**src/rtl/pix_rate_divider_pkg.sv**
```systemverilog
package pix_rate_divider_pkg;
  localparam int REG_W       = 8;
  localparam int DIV_FIELD_W = 6;
  localparam int RSV_W       = REG_W - DIV_FIELD_W;
  localparam int HALF_W      = DIV_FIELD_W + 1;

  typedef struct packed {
    logic                   restart;
    logic                   bypass;
    logic [DIV_FIELD_W-1:0] lastCnt;
    logic [HALF_W-1:0]      highCnt;
  } divStrobes_t;
endpackage

```
**src/rtl/pix_rate_divider_ctrl.sv**
```systemverilog
module pix_rate_divider_ctrl
  import pix_rate_divider_pkg::*;
(
  input  logic                   clk,
  input  logic                   rstN,
  input  logic                   wrEn,
  input  logic [DIV_FIELD_W-1:0] wrField,
  output logic [REG_W-1:0]       rdData,
  output divStrobes_t            strobes
);
  logic [DIV_FIELD_W-1:0] divField;

  always_ff @(posedge clk or negedge rstN) begin
    if (!rstN)     divField <= '0;
    else if (wrEn) divField <= wrField;
  end

  assign rdData = {{RSV_W{1'b0}}, divField};

  always_comb begin
    strobes.restart = wrEn;
    strobes.bypass  = (divField == '0);
    strobes.lastCnt = divField;
    strobes.highCnt = ({1'b0, divField} + HALF_W'(1)) >> 1;
  end
endmodule

```
**src/rtl/pix_rate_divider_dp.sv**
```systemverilog
module pix_rate_divider_dp
  import pix_rate_divider_pkg::*;
(
  input  logic        clk,
  input  logic        rstN,
  input  divStrobes_t strobes,
  output logic        pixEn,
  output logic        pixLevel
);
  logic [DIV_FIELD_W-1:0] cnt;
  logic                   atLast;

  assign atLast = (cnt == strobes.lastCnt);

  always_ff @(posedge clk or negedge rstN) begin
    if (!rstN)                                  cnt <= '0;
    else if (strobes.restart || strobes.bypass) cnt <= '0;
    else if (atLast)                            cnt <= '0;
    else                                        cnt <= cnt + 1'b1;
  end

  assign pixEn    = strobes.bypass | atLast;
  assign pixLevel = !strobes.bypass && ({1'b0, cnt} < strobes.highCnt);
endmodule

```
**src/rtl/pix_rate_divider.sv**
```systemverilog
module pix_rate_divider
  import pix_rate_divider_pkg::*;
(
  input  logic             clk,
  input  logic             rstN,
  input  logic             wrEn,
  input  logic [REG_W-1:0] wrData,
  output logic [REG_W-1:0] rdData,
  output logic             pixEn,
  output logic             pixLevel
);
  divStrobes_t strobes;
  logic        unusedRsv;

  assign unusedRsv = ^wrData[REG_W-1:DIV_FIELD_W];

  pix_rate_divider_ctrl u_ctrl (
    .clk     (clk),
    .rstN    (rstN),
    .wrEn    (wrEn),
    .wrField (wrData[DIV_FIELD_W-1:0]),
    .rdData  (rdData),
    .strobes (strobes)
  );

  pix_rate_divider_dp u_dp (
    .clk      (clk),
    .rstN     (rstN),
    .strobes  (strobes),
    .pixEn    (pixEn),
    .pixLevel (pixLevel)
  );
endmodule

```
**config.mk**
```make
export PLATFORM = sky130hd
export DESIGN_NAME = pix_rate_divider
export DESIGN_NICKNAME = d
export VERILOG_FILES = /design/src/rtl/pix_rate_divider_pkg.sv /design/src/rtl/pix_rate_divider_ctrl.sv /design/src/rtl/pix_rate_divider_dp.sv /design/src/rtl/pix_rate_divider.sv
export SDC_FILE = /design/constraint.sdc
export NUM_CORES = 1
export LEC_CHECK = 0
export CORE_MARGIN = 5
export CORE_UTILIZATION = 45
export CTS_BUF_LIST = sky130_fd_sc_hd__clkbuf_4 sky130_fd_sc_hd__clkbuf_8
export CTS_CLUSTER_DIAMETER = 60
export DETAILED_ROUTE_END_ITERATION = 6
export GPL_TIMING_DRIVEN = 0
export HOLD_SLACK_MARGIN = 0.02
export PLACE_DENSITY = 0.75
export SLEW_MARGIN = 10
export SYNTH_ARGS = -nofsm -noshare
export SYNTH_HDL_FRONTEND = slang
export SYNTH_SLANG_ARGS = --single-unit
```
**constraint.sdc**
```tcl
create_clock -name clk -period 4.2 [get_ports clk]
set_clock_uncertainty 0.15 [all_clocks]
set_input_delay 0.84 -clock clk [delete_from_list [all_inputs] [get_ports clk]]
set_output_delay 0.84 -clock clk [all_outputs]
set_load 0.1 [all_outputs]
```
==> results by group, run 1 <==
Placement
  – Buffers added on ports: 15
  – Placed inst area: approximately 1000 µm²
  – GP Congestion: 0.713
  – Hpwl dp: around 1300 µm

Final layout
  – Post-route cell area: just over 1000 µm²
  – Most frequent cells in the layout: clkdlybuf4s50_1, dfrtp_1, xor2_1, nor2_1, ha_1
  – Layout cells sized above 1: ~16%
  – Reg area: roughly 300 µm²
  – P&R area growth vs syn: 28.5%
  – Post-Route Utilization: between 50% and 60%
  – Commonest non-fill, non-tap cell in the layout: clkdlybuf4s50_1
  – Final #Nets: 120
  – Fill cells: ~140
  – Diodes inserted: 0
  – Multi-input logic area: between 400 and 500 µm²

Timing
  – Min Tclk post-route: ~4 ns
  – Slew Viols, Final: 0
  – Setup TNS: 0 ns
  – RSZ-0062 raised after global routing: false
  – Maximum clock rate: between 200 and 300 MHz
  – Hold Vio Cnt, Final: 0
  – Worst-margin pin slew: 0.972 ns
  – Final setup viols: 0
  – Tcrit/Tclk final: approximately 93%
  – Max-slew headroom: around a third

Worst setup path
  – Critical path fanouts, max: 6
  – CP Buf/Inv Count: 1
  – Crit-path slowest cell: dlygate4sd2_1
  – CP peak stage delay: slightly below 0.9 ns
  – Top delay family on crit path: buffers and inverters
  – Crit path arrival time: a little under 3 ns
  – CP cell instances: ha_1 > nand3_1 > xor2_1 > ha_1 > a21oi_1 > o21ai_0 > a31oi_2 > dlygate4sd2_1
  – Most frequent CP cell: ha_1
  – Startpoint types: register
  – Critical Path End Type: output port
  – WS Path Type: register to output port
  – Worst Path Required: between 3 and 4 ns

CTS
  – Reg clk slew, reported paths: about 0.080 ns
  – CTS HTree Levels: 1
  – Num CTS Buffers: 3
  – Setup bufs post-CTS: 0
  – Num Clock Sinks: 12
  – Clk Tree Root Cell: clkbuf_4
  – Worst-skew pair later-pin latency: around 0.28 ns
  – CTS Buffer Depth: 2
  – CTS tree: done

Logic synthesis
  – FF+latch count, synth: 12
  – Synth area leader: dfrtp_1
  – Post-synthesis compound-gate area fraction: under 10%
  – Mapped cell area: slightly below 800 µm²
  – Share of the synthesized area in the top cell type: between 30% and 40%
  – Post-synthesis mux area share: around 5.7%
  – Syn_area_per_cell: 9.95 µm²
  – Area contributors post-synth: dfrtp_1, ha_1, xor2_1, mux2_2, nand3_1
  – Sequential-to-total area share from yosys stat: a little under two fifths
  – Synth Area in XOR/XNOR: roughly 15%
  – Simple-gate share of the synthesized area: around 14%
  – Yosys warns: 0
  – Largest family of logic cells by synthesized area: XOR/XNOR gates
  – Library cells used by synthesis: 22
  – Syn Inst Count: 80
  – Post-Synth Adder-Cell Area: roughly an eighth

Die
  – Die Y: between 50 and 60 µm
  – Starting Density: 46.6%
  – Core area: ~1700 µm²
  – Ports: 21
  – Die W: roughly 52 µm
  – Die area: 2710 µm²
  – Rows: 15

Global routing
  – Initial antenna violation count: 0
  – Met2 Track Usage GR: 25.1%
  – GR Util met3: under 10%
  – Largest net degree at the start of global routing: 13
  – Met1 Resource Use GR: around 16%
  – Most Used Layer, Global Route: met2
  – Number of global-route vias before repair: between 600 and 700
  – First-pass GRT wire length: 2880 µm
  – Tot GR Track Use: 14.2%
  – Total grt overflow: 0

Job
  – Number of max-cap violations: 0

Routing
  – DRC: 0
  – Drt via density: a little under 5
  – Routed WL: ~1600 µm
  – Routed vias: between 600 and 700
  – Detailed Routing Iterations Pass 1: 4
  – Wirelength per Cell: 12.6 µm
  – DRT iter0 DRCs: 8
  – Post-route ant nets: 0

Outcome
  – Status: finished clean

Power and ir drop
  – Max IR drop VDD: around 0.31 mV
  – Leakage power: 0.000471 µW
  – Pwr Density: 368 nW/µm²

Min path
  – Hold Path Class: register to register
[report_power, final]
group	leakage [µW]	total, µW	switching [µW]	internal, µW
Clock	0.0000210	95.3	42.5	52.7
Sequential	0.000152	139	15.1	124
Combinational	0.000297	142	96.4	45.2
Total	0.000471	376	154	222
[synthesized netlist by cell type]
library cell	n
a21bo_2	1
a21bo_4	1
a21oi_1	4
a31oi_1	1
and3_2	1
buf_4	2
buf_6	1
clkbuf_1	1
conb_1	1
dfrtp_1	12
ha_1	8
inv_1	3
mux2_2	4
nand2_1	6
nand2b_1	1
nand3_1	6
nor2_1	8
nor4_1	1
nor4_2	1
o21ai_0	3
xnor2_1	3
xor2_1	11
[final timing paths]
kind | startpoint | end | slack (ns) | depth (start not counted)
min in group asynchronous | rstN | u_ctrl.divField[5] | 0.77 | 1
max in group asynchronous | rstN | u_ctrl.divField[4] | 2.77 | 1
worst max-delay path | u_ctrl.divField[1] | pixLevel | 0.30 | 8
worst min register to register | u_dp.cnt[0] | u_dp.cnt[0] | 0.39 | 1
worst max register to register | u_ctrl.divField[2] | u_dp.cnt[0] | 2.61 | 5
worst min-delay path | u_dp.cnt[0] | u_dp.cnt[0] | 0.39 | 1
[area by class of cell]
cell class | instances | area share (%)
timing repair buffer | 15 | 14.6
sequential | 12 | 29.4
buffer | 4 | 2.94
inverter | 3 | 1.10
multi-input combinational | 62 | 45.4
clock buffer | 4 | 3.55
tap | 25 | 3.06
[registers in the layout (all words and copies together), names as in the netlist]
signal           cells
u_ctrl.divField      6
u_dp.cnt             6
[cells by family (layout without fill, tap and decap cells)]
logic type | Yosys count | in the layout
mux | 4 | 4
xor+xnor | 14 | 14
other cells | 1 | 2
fa+ha+maj | 8 | 8
compound gates | 10 | 10
flops | 12 | 12
simple gates | 24 | 24
buf+inv | 7 | 26
[what timing repair did]
action                                  4_1_cts  5_1_grt
gates resized for setup                       1        0
endpoints found under the setup margin        1        0
hold buffers                                  0        0
[layer usage]
metal  vias to the layer above  part of all wire (%)
li1                        303                     -
met1                       287                    41
met4                         0                   1.1
met3                         4                   5.4
met2                        15                    52
met5                         -                     0
[metrics by stage]
step / hold WS [ns] / setup slack, ns / std cells / power, µW
floorplan: 0.326 / 0.0568 / 81 / 249
detailed placement: 0.382 / 0.296 / 121 / 285
CTS: 0.396 / 0.270 / 125 / 378
global placement: 0.382 / 0.374 / 121 / 282
finish: 0.389 / 0.299 / 125 / 376
global route: 0.435 / 0.106 / 125 / 397
(Power assumes the default switching activity.)
==> run 2: changes to the inputs <==
--- a/config.mk
+++ b/config.mk
@@ -11,7 +11,7 @@
 export CTS_CLUSTER_DIAMETER = 60
 export DETAILED_ROUTE_END_ITERATION = 6
 export GPL_TIMING_DRIVEN = 0
-export HOLD_SLACK_MARGIN = 0.02
+export HOLD_SLACK_MARGIN = 0.08
 export PLACE_DENSITY = 0.75
 export SLEW_MARGIN = 10
 export SYNTH_ARGS = -nofsm -noshare
==> results of run 2 <==
Final layout, timing and power as in run 1 (identical DEF).
